### src/rtl/ps2_kb_pkg.sv
package ps2_kb_pkg;

    localparam logic [7:0] PFX_EXT  = 8'hE0;
    localparam logic [7:0] PFX_REL  = 8'hF0;
    localparam int         FRAME_W  = 11;
    localparam int         SHIFT_W  = FRAME_W - 1;
    localparam int         BITCNT_W = $clog2(FRAME_W);

    // One serial frame, start bit in the least significant position
    typedef struct packed {
        logic       stop;
        logic       par;
        logic [7:0] data;
        logic       start;
    } ps2_frame_t;

    // Decoded key event
    typedef struct packed {
        logic       ext;
        logic       rel;
        logic [7:0] code;
    } key_evt_t;

    // Pending prefix state carried between bytes
    typedef struct packed {
        logic ext;
        logic rel;
    } pfx_state_t;

    function automatic logic frame_good(ps2_frame_t f);
        return (f.start == 1'b0) && (f.stop == 1'b1) && (^{f.par, f.data} == 1'b1);
    endfunction

    function automatic logic is_prefix(logic [7:0] b);
        return (b == PFX_EXT) || (b == PFX_REL);
    endfunction

endpackage

### src/rtl/ps2_line_filter.sv
module ps2_line_filter #(
    parameter int FILT_LEN = 8
) (
    input  logic clk,
    input  logic rst,
    input  logic clk_raw,
    input  logic dat_raw,
    output logic fall_stb,
    output logic dat_s
);
    localparam int CW = $clog2(FILT_LEN + 1);
    localparam logic [CW-1:0] RUN_END = CW'(FILT_LEN - 1);

    logic [1:0]    clk_sync;
    logic [1:0]    dat_sync;
    logic          clk_stable;
    logic [CW-1:0] run_cnt;

    always_ff @(posedge clk) begin
        if (rst) begin
            clk_sync <= 2'b11;
            dat_sync <= 2'b11;
        end else begin
            clk_sync <= {clk_sync[0], clk_raw};
            dat_sync <= {dat_sync[0], dat_raw};
        end
    end

    // A new level is taken only after FILT_LEN consecutive differing samples
    always_ff @(posedge clk) begin
        if (rst) begin
            clk_stable <= 1'b1;
            run_cnt    <= '0;
            fall_stb   <= 1'b0;
        end else begin
            fall_stb <= 1'b0;
            if (clk_sync[1] != clk_stable) begin
                if (run_cnt == RUN_END) begin
                    clk_stable <= clk_sync[1];
                    run_cnt    <= '0;
                    fall_stb   <= ~clk_sync[1];
                end else begin
                    run_cnt <= run_cnt + 1'b1;
                end
            end else begin
                run_cnt <= '0;
            end
        end
    end

    assign dat_s = dat_sync[1];

endmodule

### src/rtl/ps2_frame_rx.sv
module ps2_frame_rx
    import ps2_kb_pkg::*;
#(
    parameter int IDLE_LIMIT = 200000
) (
    input  logic       clk,
    input  logic       rst,
    input  logic       fall_stb,
    input  logic       dat_s,
    input  logic       abort_i,
    output logic       byte_valid,
    output logic [7:0] byte_data,
    output logic       frame_err
);
    localparam int IW = $clog2(IDLE_LIMIT + 1);
    localparam logic [IW-1:0]       IDLE_END = IW'(IDLE_LIMIT - 1);
    localparam logic [BITCNT_W-1:0] LAST_BIT = BITCNT_W'(FRAME_W - 1);

    logic [BITCNT_W-1:0] bit_cnt;
    logic [SHIFT_W-1:0]  shreg;
    logic [IW-1:0]       idle_cnt;
    logic                idle_hit;
    ps2_frame_t          full;

    assign idle_hit = (bit_cnt != '0) && (idle_cnt == IDLE_END);
    assign full     = ps2_frame_t'({dat_s, shreg});

    always_ff @(posedge clk) begin
        if (rst) begin
            bit_cnt    <= '0;
            shreg      <= '0;
            idle_cnt   <= '0;
            byte_valid <= 1'b0;
            byte_data  <= '0;
            frame_err  <= 1'b0;
        end else begin
            byte_valid <= 1'b0;
            frame_err  <= 1'b0;
            if (abort_i) begin
                bit_cnt  <= '0;
                idle_cnt <= '0;
            end else if (fall_stb) begin
                idle_cnt <= '0;
                if (bit_cnt == LAST_BIT) begin
                    bit_cnt <= '0;
                    if (frame_good(full)) begin
                        byte_valid <= 1'b1;
                        byte_data  <= full.data;
                    end else begin
                        frame_err <= 1'b1;
                    end
                end else begin
                    shreg   <= {dat_s, shreg[SHIFT_W-1:1]};
                    bit_cnt <= bit_cnt + 1'b1;
                end
            end else if (idle_hit) begin
                bit_cnt  <= '0;
                idle_cnt <= '0;
            end else if (bit_cnt != '0) begin
                idle_cnt <= idle_cnt + 1'b1;
            end
        end
    end

endmodule

### src/rtl/ps2_prefix_dec.sv
module ps2_prefix_dec
    import ps2_kb_pkg::*;
(
    input  logic       clk,
    input  logic       rst,
    input  logic       byte_valid,
    input  logic [7:0] byte_data,
    input  logic       frame_err,
    output logic       key_valid,
    output key_evt_t   key_evt
);
    pfx_state_t pend;

    always_ff @(posedge clk) begin
        if (rst) begin
            pend      <= '0;
            key_valid <= 1'b0;
            key_evt   <= '0;
        end else begin
            key_valid <= 1'b0;
            if (frame_err) begin
                pend <= '0;
            end else if (byte_valid) begin
                if (byte_data == PFX_EXT) begin
                    pend.ext <= 1'b1;
                end else if (byte_data == PFX_REL) begin
                    pend.rel <= 1'b1;
                end else begin
                    key_valid    <= 1'b1;
                    key_evt.code <= byte_data;
                    key_evt.ext  <= pend.ext;
                    key_evt.rel  <= pend.rel;
                    pend         <= '0;
                end
            end
        end
    end

endmodule

### src/rtl/ps2_key_rx.sv
module ps2_key_rx
    import ps2_kb_pkg::*;
#(
    parameter int FILT_LEN   = 8,
    parameter int IDLE_LIMIT = 200000
) (
    input  logic       clk,
    input  logic       rst,
    input  logic       ps2_clk_i,
    input  logic       ps2_dat_i,
    input  logic       inhibit_i,
    output logic       ps2_clk_oe,
    output logic       byte_valid,
    output logic [7:0] byte_data,
    output logic       frame_err,
    output logic       key_valid,
    output logic [7:0] key_code,
    output logic       key_release,
    output logic       key_ext
);
    logic     fall_stb;
    logic     dat_s;
    key_evt_t evt;

    always_ff @(posedge clk) begin
        if (rst) ps2_clk_oe <= 1'b0;
        else     ps2_clk_oe <= inhibit_i;
    end

    ps2_line_filter #(.FILT_LEN(FILT_LEN)) u_filt (
        .clk      (clk),
        .rst      (rst),
        .clk_raw  (ps2_clk_i),
        .dat_raw  (ps2_dat_i),
        .fall_stb (fall_stb),
        .dat_s    (dat_s)
    );

    ps2_frame_rx #(.IDLE_LIMIT(IDLE_LIMIT)) u_frame (
        .clk        (clk),
        .rst        (rst),
        .fall_stb   (fall_stb),
        .dat_s      (dat_s),
        .abort_i    (inhibit_i),
        .byte_valid (byte_valid),
        .byte_data  (byte_data),
        .frame_err  (frame_err)
    );

    ps2_prefix_dec u_dec (
        .clk        (clk),
        .rst        (rst),
        .byte_valid (byte_valid),
        .byte_data  (byte_data),
        .frame_err  (frame_err),
        .key_valid  (key_valid),
        .key_evt    (evt)
    );

    assign key_code    = evt.code;
    assign key_release = evt.rel;
    assign key_ext     = evt.ext;

endmodule

### config.mk
export PLATFORM = sky130hd
export DESIGN_NAME = ps2_key_rx
export DESIGN_NICKNAME = d
export VERILOG_FILES = /design/src/rtl/ps2_kb_pkg.sv /design/src/rtl/ps2_line_filter.sv /design/src/rtl/ps2_frame_rx.sv /design/src/rtl/ps2_prefix_dec.sv /design/src/rtl/ps2_key_rx.sv
export SDC_FILE = /design/constraint.sdc
export NUM_CORES = 1
export LEC_CHECK = 0
export BUFFER_PORTS_ARGS = -buffer_cell sky130_fd_sc_hd__buf_2
export CAP_MARGIN = 5
export CORE_UTILIZATION = 30
export CTS_BUF_LIST = sky130_fd_sc_hd__clkbuf_8
export CTS_CLUSTER_DIAMETER = 40
export DETAILED_ROUTE_END_ITERATION = 8
export SLEW_MARGIN = 20
export SYNTH_ARGS = -nofsm -noshare
export SYNTH_HDL_FRONTEND = slang
export SYNTH_SLANG_ARGS = --single-unit
### constraint.sdc
create_clock -name clk -period 1.9 [get_ports clk]
set_input_delay 0.19 -clock clk [delete_from_list [all_inputs] [get_ports clk]]
set_output_delay 0.19 -clock clk [all_outputs]
set_load 0.02 [all_outputs]
* Word-level counts from Yosys, hierarchy flattened
Cells that the tools add are included.
Storage, ports and cells: memories kept 0, output and inout port bits 22, ROM bits 0, RAM bits 0, logic and storage cells 67, bits in registers 66, bits in latches 0
Operators by class: shift-type cells 0, bitwise operators 11, multiplexer cells 9, equality and inequality tests 7, $add $sub $neg 3, $mul 0, $lt $le $gt $ge 0, reduce and logical (&&, ||, !) cells 19, div/mod/pow operators 0
Operators with widths (count):
- $add A18 B1 Y18 const B | 1
- $eq A18 B18 Y1 const B | 1
- $eq A8 B8 Y1 const B | 2
- $mux W4 | 3
- $reduce_or A4 Y1 | 3
- $not A1 Y1 | 11
- $reduce_xor A9 Y1 | 1
- $add A4 B1 Y4 const B | 2
- $reduce_and A4 Y1 | 2
- $mux W1 | 6
- $reduce_and A2 Y1 | 3
- $reduce_or A3 Y1 | 2
- $eq A4 B3 Y1 const B | 1
- $eq A4 B4 Y1 const B | 1
- $reduce_bool A4 Y1 | 1
- $reduce_or A2 Y1 | 2
- $logic_and A1 B1 Y1 | 3
- $reduce_and A3 Y1 | 1
- $ne A2 B1 Y1 const B | 1
- $reduce_bool A2 Y1 | 1
- $ne A1 B1 Y1 | 1

* Longest topological paths before layout
Gate-level depths: netlist of the first run.
depth in word-level cells 4, gate-level depth with buffers 8

* Cells and area by module
A second synthesis of the first run with hierarchy kept.
Unflattened totals: cells, all modules 301, area, all modules 3011.6 sq um
By module, submodules not included:
- ps2_frame_rx | seq. area each 840.8 sq um, area each 2047.0 sq um, instances 1, cells an instance 214
- ps2_prefix_dec | seq. area each 260.2 sq um, area each 578.1 sq um, instances 1, cells an instance 55
- ps2_line_filter | seq. area each 200.2 sq um, area each 352.8 sq um, instances 1, cells an instance 30
- ps2_key_rx | seq. area each 20.0 sq um, area each 33.8 sq um, instances 1, cells an instance 2

* Worst setup path after synthesis of the first run
Ideal clock, no wire load.
path kind flip-flop to flip-flop, from register u_frame.bit_cnt[0], to register u_frame.bit_cnt[3], buffers on the path 1, stages on the path, launching flop included 8, library setup time 0.124 ns, path slack 0.022 ns, data required time 1.776 ns, arrival 1.754 ns, path through dfxtp_1 -> inv_1 -> ha_1 -> nor3b_2 -> or3_2 -> o21ai_1 -> buf_2 -> o21ai_0
On the way: word-level cells in the longest chain between the ends 3
Ends and longest elaborated chain:
- start, declared | RTL line ps2_frame_rx.sv:19 | logic [BITCNT_W-1:0] bit_cnt;
- start signal, assigned | RTL line ps2_frame_rx.sv:54 | bit_cnt <= bit_cnt + 1'b1;
- $add A4 B1 Y4, or another cell as far along | RTL line ps2_frame_rx.sv:54
- $mux W4 / $logic_and A1 B1 Y1 (equally long branches) | RTL line ps2_frame_rx.sv:44, ps2_frame_rx.sv:25
- $mux W4 / $reduce_bool A2 Y1 (equally long branches)
Parallel ways exist; a longest one is shown, timed or not. A chain may end at the register's enable or synchronous reset.

* Worst setup path in the final report of the first run
from register u_frame.bit_cnt[0], to register u_frame.bit_cnt[2]
Same word-level chain as after synthesis.

==> results.md, run 1 <==
* DRC at 0
* Area leader, netlist: dfxtp_1
* Synth top area cells: dfxtp_1, mux2i_1, nor2_1
* Final setup viols at 0
* Initial drt markers at 62
* Pre-antenna DRT Iters at 4
* Relative slew margins at 0.7525
* First-pass GRT wire length at 9.059 mm
* Cell count after synthesis at 295
* Hold Crit Start: ps2_clk_i
* Hold Crit Endpoint: u_filt.clk_sync[0]
* Final-report max-slew violation count at 0
* CP Launch Type: flip-flop
* CP arrival at 2.02 ns
* PortBufs at 26
* Clock tree buffer depth at 2
* Cell Rows at 35
* Fill cells at 951
* #FFs+latches synth at 66
* Antenna viol nets, final at 0
* Setup CP Type: reg -> reg
* Final #Nets at 346
* Max_cap viols at 0
* Routed wl met3 at 208 um
* Vias per inst at 4.479
* Max Fanout on Critical Path at 6
* Number of library cell types mapped by synthesis at 46
* Setup crit start: u_frame.bit_cnt[0]
* Die H at 99.71 um
* Worst vdd ir at 0.3905 mV
* Reg clk slew, reported paths at 0.07 ns
* Chip Width at 99.71 um
* Ys Warns at 0
* Reg-to-reg critical path startpoint: u_frame.bit_cnt[0]
* Final critical-path setup slack at 0.09758 ns
* Initial Util at 0.3100
* Met1 wire length at 2.480 mm
* Pre-CTS WS at -0.06033 ns
* R2R cell count at 7
* GP Congestion at 0.7566
* Min-delay worst type: in -> reg
* Pin count of the biggest net entering global routing at 22
* Worst-margin pin slew at 0.3661 ns
* Most common cell after layout, fill and taps aside: dfxtp_1
* Detailed Place HPWL at 3.789 mm
* CORE AREA at 0.009240 mm2
* Area of the multi-input gates at 0.001469 mm2
* Outcome: completed
* Number of inserted diodes at 0
* Fin area at 0.003442 mm2
* DR WL met2 at 2.498 mm
* Post-Route WL at 5.274 mm
* Pleak at 1.327 nW
* Count of flip-flops with a built-in enable after synthesis at 0
* Synth Net Count at 305
* Reg2reg end: u_frame.bit_cnt[2]
* Hold path depth at 2
* Layout cell share with drive strength beyond 1 at 0.2141
* Min Hold Slack at 0.05015 ns
* Fin. Hold Viols at 0
* GR Overflow Total at 0
* Skew final at 0.009941 ns
* Setup TNS at 0 ns
* Initial antenna violation count at 0
* FF/Latch Area at 0.001321 mm2
* R2R setup slack at 0.1 ns
* Synth Cell Area at 0.002864 mm2
* Vias after detailed routing at 2105
* Cell Area, Placed at 0.003227 mm2
* Synth async-reset ratio at 0
* Worst-skew pair later-pin latency at 0.34 ns
* IO Count at 27
* Cells after DPL at 453
* Power per cell area at 741.7 mW/mm2
* Share of the synthesized area in the top cell type at 0.4613
* Crit. End Element: flip-flop
* Max layer used: met4
* RSZ-0062 raised after global routing: no
* Max Fclk at 554.8 MHz
* H-tree Lvls at 3
* Cts bufs inserted at 9
* Wire per inst at 11.22 um
* CTS tree: yes
* Tcrit/Tclk final at 0.9486
* Non-filler cells, final at 470
* Full die area at 0.009941 mm2
* Vias in the first global route at 2039
* Most frequent cells in the layout: dfxtp_1, nor2_1, mux2i_1
* Sequential area share after synthesis at 0.4613
* Clock Sinks at 66
* Primary FF master, synth: dfxtp_1
* Mean Syn Cell Area at 9.708 um2
* Clock root cell: clkbuf_8
* WP data required at 2.11 ns
* Total GRT Usage at 0.1160
* Tmin final at 1.802 ns
* Area growth syn-to-layout at 20.18%
## flip-flops by register name (all words and copies together) (netlist names), 2 cells and up
name,count
u_filt.dat_sync,2
u_frame.bit_cnt,4
u_filt.run_cnt,4
u_frame.byte_data,8
u_dec.key_evt,10
u_frame.shreg,10
u_frame.idle_cnt,18
u_dec.pend,2
u_filt.clk_sync,2
## power by group
group	internal [mW]	total (mW)	switching [mW]
Sequential	1.39	1.39	0.00256
Clock	0.591	1.11	0.515
Combinational	0.0233	0.0551	0.0318
Total	2.00	2.55	0.550
## cell type report
type                       instances  area share
multi-input combinational        207      0.4268
tap                              129     0.04689
timing repair buffer              42     0.07743
sequential                        66      0.3839
inverter                          10     0.01091
clock inverter                     7     0.01818
clock buffer                       9     0.03599
## metrics by stage
stage | utilization | power, mW
after detailed placement | 0.3492 | 1.475
after CTS | 0.3703 | 2.599
final | 0.3725 | 2.553
after global routing | 0.3725 | 2.672
after floorplan | - | 1.456
after global placement | 0.3492 | 1.475
## worst max-delay path: stages, from the launching register on
cell and delay, ns:
dfxtp_1 0.36, inv_1 0.07, ha_1 0.20, nor3b_2 0.16, or3_4 0.42, o21ai_4 0.20
buf_4 0.17, a31oi_1 0.09
## per-layer routing
metal,vias to the layer above,GRT usage
met5,-,0
met4,0,0.05090
met1,967,0.1338
li1,1097,-
met3,8,0.03935
met2,33,0.1947
## how the worst max path moves through the flow
| stage | to | slack, ns | cells after the start |
|---|---|---|---|
| after CTS | u_frame.bit_cnt[2] | -0.0005 | 7 |
| after floorplan | u_frame.bit_cnt[3] | 0.02 | 7 |
| final | u_frame.bit_cnt[2] | 0.1 | 7 |
| after global routing | u_frame.idle_cnt[14] | 0.01 | 6 |
| after detailed placement | u_frame.bit_cnt[2] | -0.06 | 7 |
| after global placement | u_frame.bit_cnt[2] | 0.04 | 7 |
## cell families after synthesis
| logic type | synth area share |
|---|---|
| DFF | 0.4613 |
| xor gates and xnor gates | 0.06771 |
| muxes | 0.1057 |
| adders and majority gates | 0.02184 |
| buffers and inverters | 0.03364 |
| AOI/OAI and AO/OA | 0.06248 |
| and+or+nand+nor | 0.2473 |
## cells in the mapped netlist, types with 5 or more instances
master	n
inv_1	10
xor2_1	7
o21ai_0	5
ha_1	5
a21oi_1	11
or2_2	5
xnor2_1	10
clkbuf_1	6
nor2_1	40
o31ai_1	5
nand3_1	8
buf_2	5
dfxtp_1	66
nand2_1	10
mux2i_1	28
nand2b_1	18
nor4b_1	5
## what timing repair did
| item | CTS | global route |
|---|---|---|
| gates cloned | 1 | 0 |
| setup endpoints to repair | 7 | 21 |
| resized for setup | 2 | 5 |
| buffers inserted | 0 | 0 |
| hold buffers | 0 | 0 |
| pin swaps | 1 | 1 |
No activity file was read; power rests on OpenSTA's default activity.
==> run 2: changes to the inputs <==
- CELL_PAD_IN_SITES_DETAIL_PLACEMENT: default -> 0
- CELL_PAD_IN_SITES_GLOBAL_PLACEMENT: default -> 1
- CORE_UTILIZATION: 30 -> 40
- PLACE_DENSITY_LB_ADDON: default -> 0.1
==> run 2 against run 1 <==
  * Utilization up 13 points
  * Non-clock buffer count unchanged
  * Maximum frequency grew 2.6%
  * Critical endpoint is now u_frame.idle_cnt[17]
  * Clock power increased by 17%
  * Sequential share of layout area is 0.17 points higher
  * Worst setup slack gained 0.046 ns
  * Highest routed layer unchanged
  * Critical path depth down 1
  * First-iteration DRC count grew 31%
  * Clock skew rose by 0.0044 ns
  * Largest power group unchanged
  * Combinational power down 1%
  * Clock-buffer cell count is the same
==> results.md, run 2 (synthesis gave the netlist of run 1 again) <==
* Clock root cell: clkbuf_8
* Max Fanout on Critical Path at 8 (+2)
* Min-delay worst type: in -> reg
* Hold Crit Endpoint: u_filt.dat_sync[0]
* Initial drt markers at 81 (+31%)
* Final setup viols at 0 (unchanged)
* Hold Crit Start: ps2_dat_i
* Clock tree buffer depth at 2 (unchanged)
* Setup CP Type: reg -> reg
* R2R cell count at 6 (-1)
* H-tree Lvls at 3 (unchanged)
* Initial Util at 0.4169 (+0.1070)
* Max_cap viols at 0 (unchanged)
* CTS tree: yes
* Pleak at 1.326 nW (about the same)
* Largest register FFs at 18 (unchanged)
* CORE AREA at 0.006869 mm2 (-26%)
* PortBufs at 26 (unchanged)
* GR Overflow Total at 0 (unchanged)
* R2R setup slack at 0.14 ns (+0.05 ns)
* Reg2reg end: u_frame.idle_cnt[17]
* CP Launch Type: flip-flop
* Min Hold Slack at 0.03000 ns (-0.02015 ns)
* Outcome: completed
* Final-report max-slew violation count at 0 (unchanged)
* CP arrival at 2.04 ns (+0.02 ns)
* Final #Nets at 346 (unchanged)
* Pre-antenna DRT Iters at 4 (unchanged)
* Setup TNS at 0 ns (unchanged)
* Antenna viol nets, final at 0 (unchanged)
* WP data required at 2.18 ns (+0.07 ns)
* Number of inserted diodes at 0 (unchanged)
* Setup bufs post-CTS at 0 (unchanged)
* Vias per inst at 4.837 (+8.0%)
* Cell Area, Placed at 0.003186 mm2 (-1.3%)
* Layout cell share with drive strength beyond 1 at 0.2206 (+0.006512)
* Relative slew margins at 0.7253 (-0.02719)
* Worst vdd ir at 0.3989 mV (+2.2%)
* Detailed Place HPWL at 3.512 mm (-7.3%)
* Non-filler cells, final at 436 (-7.2%)
* Max Fclk at 569.4 MHz (+2.6%)
* DRC at 0 (unchanged)
* Hold_buf cts at 0 (unchanged)
* Full die area at 0.007502 mm2 (-25%)
* Top Registers: u_frame.idle_cnt x18, u_dec.key_evt x10, u_frame.shreg x10
* Tcrit/Tclk final at 0.9243 (-0.02438)
* Cts bufs inserted at 9 (unchanged)
* Power per cell area at 799.0 mW/mm2 (+7.7%)
* Fin area at 0.003433 mm2 (-0.25%)
* Total GRT Usage at 0.1579 (+0.04187)
* RSZ-0062 raised after global routing: yes
* Reg with most FFs: u_frame.idle_cnt
* First-pass GRT wire length at 9.066 mm (about the same)
* Wire per inst at 12.10 um (+7.8%)
* Fin. Hold Viols at 0 (unchanged)
* Initial antenna violation count at 0 (unchanged)
* Pin count of the biggest net entering global routing at 28 (+27%)
* Tmin final at 1.756 ns (-0.04632 ns)
* Skew final at 0.01438 ns (+0.004441 ns)
* Worst-margin pin slew at 0.4120 ns (+0.04594 ns)
* Cells after DPL at 420 (-7.3%)
* Crit. End Element: flip-flop
* Cell Rows at 30 (-14%)
* Chip Width at 86.62 um (-13%)
* Reg clk slew, reported paths at 0.07 ns (about the same)
* IO Count at 27 (unchanged)
* Most frequent cells in the layout: dfxtp_1, nor2_1, mux2i_1
* GP Congestion at 0.7410 (-2.1%)
* Vias in the first global route at 1953 (-4.2%)
* Vias after detailed routing at 2109 (+0.19%)
* Post-Route WL at 5.274 mm (unchanged)
* Reg-to-reg critical path startpoint: u_frame.bit_cnt[1]
* Area growth syn-to-layout at 19.88%
* Clock Sinks at 66 (unchanged)
* Die H at 86.62 um (-13%)
* Hold path depth at 2 (unchanged)
* Most common cell after layout, fill and taps aside: dfxtp_1
* Worst-skew pair later-pin latency at 0.35 ns (about the same)
==> run 2: cell count changes in the layout (fill, tap and decap cells not counted) <==
cell        change
clkinv_2        -2
dfxtp_1         -2
dfxtp_2         +2
inv_1           -2
buf_6           +1
bufinv_16       +1
clkbuf_4        -1
clkinvlp_4      +1
inv_6           +1
nand2b_1        +1
nand2b_2        -1
==> run 2: cell type report <==
class	instances	area (um2)
fillers	662	3436
multi-input cells	207	1466
flip-flops and latches	66	1324
repair buffers	42	270.3
clock buffers	9	123.9
well taps	96	120.1
clock inverters	6	91.34
inverters	10	37.54
==> run 2: routing by layer <==
metal,up-vias,global-route usage,routed length (um)
li1,1103,-,-
met1,967,0.2004,2652
met2,28,0.2453,2372
met3,11,0.03810,126
met4,0,0.09091,123
met5,-,0,0
==> run 2: repair_timing <==
action                     CTS  global route
setup endpoints to repair    3            22
cloned                       0             1
hold endpoints to repair     0             0
pin swaps                    0             1
gates resized for setup      2             7
==> run 2: worst max path at each step <==
stage | start | to | slack, ns | cells past startpoint
CTS | u_frame.bit_cnt[1] | u_frame.bit_cnt[2] | 0.02 | 7
global placement | u_frame.bit_cnt[1] | u_frame.bit_cnt[2] | 0.04 | 7
floorplan | u_frame.bit_cnt[0] | u_frame.bit_cnt[3] | 0.02 | 7
global route | u_frame.bit_cnt[1] | u_frame.idle_cnt[15] | -0.008 | 6
finish | u_frame.bit_cnt[1] | u_frame.idle_cnt[17] | 0.14 | 6
detailed placement | u_frame.bit_cnt[1] | u_frame.bit_cnt[2] | -0.01 | 7
==> run 2: worst max-delay path: stages, from the launching register on <==
cell	delay (ns)
dfxtp_2	0.36
inv_1	0.06
ha_1	0.17
or3b_1	0.20
nand2b_1	0.20
or4_4	0.57
a21oi_2	0.13
==> run 2: power breakdown <==
part / switching [mW] / total (mW) / leakage (nW) / internal (mW)
combinational: 0.0318 / 0.0545 / 0.695 / 0.0227
clock: 0.563 / 1.30 / 0.0979 / 0.735
sequential: 0.00258 / 1.39 / 0.534 / 1.39
==> run 2: metrics by stage <==
step	total power [mW]	setup WS (ns)	util
6_report	2.743	0.1439	0.4998
5_1_grt	2.862	-0.008466	0.4998
4_1_cts	2.782	0.02178	0.4962
3_5_place_dp	1.474	-0.009954	0.4638
3_3_place_gp	1.473	0.03926	0.4638
2_1_floorplan	1.456	0.02202	-
==> run 3: changes to the inputs <==
- ABC_AREA: default -> 1
==> run 3 against run 2 <==
  * Global-route usage increased by 0.10 points
  * First-iteration DRC count is 1.2% higher
  * Non-clock buffer count fell by 10
  * Synthesized area is 0.92% higher
  * Power decreased by 3.7%
  * Die area grew 0.90%
  * Sequential share of layout area is 0.76 points higher
  * Maximum frequency increased by 2.2%
  * Sequential power about the same
  * Highest routed layer unchanged
  * Register-to-register slack improved by 0.04 ns
  * Combinational power is 13% higher
==> results.md, run 3 <==
* Outcome: completed
* Clock Sinks at 66 (unchanged)
* Reg-to-reg critical path startpoint: u_frame.bit_cnt[0]
* DRC at 0 (unchanged)
* Number of inserted diodes at 0 (unchanged)
* Share of the synthesized area in the top cell type at 0.4571 (-0.004194)
* Worst-skew pair later-pin latency at 0.34 ns (about the same)
* R2R cell count at 9 (+3)
* Clock root cell: clkbuf_8
* Area growth syn-to-layout at 16.28%
* Reg2reg end: u_frame.idle_cnt[11]
* Sequential area share after synthesis at 0.4571 (-0.004194)
* Initial Util at 0.4208 (+0.003825)
* Crit. End Element: flip-flop
* Count leader, synth: dfxtp_1
* Fin. Hold Viols at 0 (unchanged)
* GP Congestion at 0.7461 (+0.69%)
* RSZ-0062 raised after global routing: no
* Initial drt markers at 82 (+1.2%)
* Initial antenna violation count at 0 (unchanged)
* Pint at 2.081 mW (-3.0%)
* CTS tree: yes
* Cell count after synthesis at 375 (+27%)
* Hold path depth at 2 (unchanged)
* Setup TNS at 0 ns (unchanged)
* Final setup viols at 0 (unchanged)
* Vias in the first global route at 2042 (+4.6%)
* Cell Rows at 30 (unchanged)
* Post-Route WL at 5.311 mm (+0.70%)
* Final #Nets at 420 (+21%)
* Wire per inst at 10.39 um (-14%)
* Pleak at 1.390 nW (+4.8%)
* Antenna viol nets, final at 0 (unchanged)
* First-pass GRT wire length at 9.218 mm (+1.7%)
* CP arrival at 1.95 ns (-0.09 ns)
* Cells after DPL at 495 (+18%)
* Sequential fraction of design power at 0.526 (+0.019)
* Clock share of power at 0.450 (-0.023)
* Power per cell area at 786.4 mW/mm2 (-1.6%)
* IO Count at 27 (unchanged)
* Reg clk slew, reported paths at 0.08 ns (about the same)
* Final-report max-slew violation count at 0 (unchanged)
* Full die area at 0.007570 mm2 (+0.90%)
* Hold Crit Start: ps2_clk_i
* Synth Net Count at 385 (+26%)
* Max Fclk at 581.7 MHz (+2.2%)
* Area leader, netlist: dfxtp_1
* Pin count of the biggest net entering global routing at 19 (-32%)
* CORE AREA at 0.006869 mm2 (unchanged)
* H-tree Lvls at 3 (unchanged)
* Die H at 87.01 um (+0.45%)
* Synth top area cells: dfxtp_1, nand2_1, nor2_1
* Comb power frac at 0.023 (+0.003)
* Worst-margin pin slew at 0.4117 ns (-0.0003294 ns)
* Ys Warns at 0 (unchanged)
* Max Fanout on Critical Path at 7 (-1)
* Worst vdd ir at 0.5510 mV (+38%)
* Switching share of power at 0.2126 (-0.005125)
* Vias after detailed routing at 2275 (+7.9%)
* Hold Crit Endpoint: u_filt.clk_sync[0]
* Min-delay worst type: in -> reg
* Count of flip-flops with a built-in enable after synthesis at 0 (unchanged)
* Number of library cell types mapped by synthesis at 34 (-26%)
* NetSw at 0.5619 mW (-5.9%)
* Top Registers: u_frame.idle_cnt x18, u_dec.key_evt x10, u_frame.shreg x10
* Reg with most FFs: u_frame.idle_cnt
* GR Overflow Total at 0 (unchanged)
* Detailed Place HPWL at 3.931 mm (+12%)
* WP data required at 2.13 ns (-0.05 ns)
* Primary FF master, synth: dfxtp_1
* Chip Width at 87.01 um (+0.45%)
* Most frequent cells in the layout: dfxtp_1, nand2_1, nor2_1
* Synth Cell Area at 0.002890 mm2 (+0.92%)
* Cts bufs inserted at 9 (unchanged)
* Max_cap viols at 0 (unchanged)
* PortBufs at 26 (unchanged)
* Setup CP Type: reg -> reg
* Tcrit/Tclk final at 0.9048 (-0.01946)
* Post-synth top cells: dfxtp_1, nand2_1, nor2_1
* Relative slew margins at 0.7246 (about the same)
* Setup bufs post-CTS at 0 (unchanged)
* Synth async-reset ratio at 0 (unchanged)
* Layout cell share with drive strength beyond 1 at 0.1855 (-0.03505)
* #FFs+latches synth at 66 (unchanged)
* Most common cell after layout, fill and taps aside: dfxtp_1
* Skew final at 0.01152 ns (-0.002857 ns)
* Non-filler cells, final at 511 (+17%)
* Vias per inst at 4.452 (-8.0%)
* Total GRT Usage at 0.1589 (+0.001008)
* Pre-antenna DRT Iters at 4 (unchanged)
* CP Launch Type: flip-flop
* Clock tree buffer depth at 2 (unchanged)
* Mean Syn Cell Area at 7.707 um2 (-21%)
* R2R setup slack at 0.18 ns (+0.04 ns)
* Largest register FFs at 18 (unchanged)
* Tmin final at 1.719 ns (-0.03697 ns)
## run 3: logic make-up (layout without fill, tap and decap cells)
group / count (synthesis) / count (layout) / synth area share
AOI/OAI and AO/OA: 44 / 44 / 0.07706
xor gates and xnor gates: 19 / 19 / 0.05758
DFF: 66 / 66 / 0.4571
buffers and inverters: 56 / 96 / 0.07532
adders and majority gates: 5 / 5 / 0.02165
and+or+nand+nor: 185 / 185 / 0.3113
## run 3: worst max-delay path by stage
stage                                   from                   end  slack (ns)  cells past startpoint
after floorplan           u_frame.bit_cnt[0]    u_frame.bit_cnt[3]        0.37                      9
after detailed placement  u_frame.bit_cnt[0]  u_frame.idle_cnt[11]        0.09                      9
after CTS                 u_frame.bit_cnt[0]  u_frame.idle_cnt[11]        0.08                      9
final                     u_frame.bit_cnt[0]  u_frame.idle_cnt[11]        0.18                      9
after global placement    u_frame.bit_cnt[0]  u_frame.idle_cnt[11]        0.15                      9
after global routing      u_frame.bit_cnt[0]   u_frame.idle_cnt[2]        0.06                      9
## run 3: area by class of cell
type / instances / area (um2)
clock buffer: 11 / 151.4
clock inverter: 5 / 53.80
fill: 728 / 3508
inverter: 48 / 180.2
multi-input combinational: 253 / 1359
sequential: 66 / 1321
tap: 96 / 120.1
timing repair buffer: 32 / 175.2
## run 3: repair_timing
action                                  4_1_cts  5_1_grt
endpoints found under the setup margin        0       25
hold buffers                                  0        0
resized for setup                             0        2
## run 3: through the flow
step | hold slack [ns] | power, mW | worst slack [ns] | utilization | area, um2
2_1_floorplan | 0.2938 | 1.462 | 0.3710 | - | 2890
3_3_place_gp | 0.3736 | 1.484 | 0.1485 | 0.4583 | 3148
3_5_place_dp | 0.3766 | 1.484 | 0.08513 | 0.4583 | 3148
4_1_cts | 0.01147 | 2.691 | 0.07881 | 0.4882 | 3353
5_1_grt | 0.01791 | 2.754 | 0.05765 | 0.4893 | 3361
6_report | 0.03405 | 2.643 | 0.1809 | 0.4893 | 3361
## run 3: critical path, stage by stage, from the launching register on
cell     delay [ns]
dfxtp_1        0.39
inv_1          0.08
ha_1           0.23
nand3_4        0.13
inv_2          0.07
nor2_4         0.15
nand4_1        0.16
nand3_2        0.18
buf_4          0.17
nor3_1         0.05
## run 3: metal layers
layer	wire, um	share of wire	up-vias	track usage
li1	-	-	1262	-
met1	2910	0.55	970	0.2130
met2	2093	0.39	36	0.2298
met3	228	0.043	7	0.05024
met4	78	0.015	0	0.07727
met5	0	0	-	0
## run 3: power by group through the flow
| stage | Sequential (mW) | Combinational [mW] | Clock [mW] |
|---|---|---|---|
| 2_1_floorplan | 1.42 | 0.0382 | 0 |
| 6_report | 1.39 | 0.0615 | 1.19 |
| 4_1_cts | 1.39 | 0.0621 | 1.24 |
| 3_5_place_dp | 1.42 | 0.0618 | 0 |
| 3_3_place_gp | 1.42 | 0.0614 | 0 |
| 5_1_grt | 1.39 | 0.0714 | 1.29 |
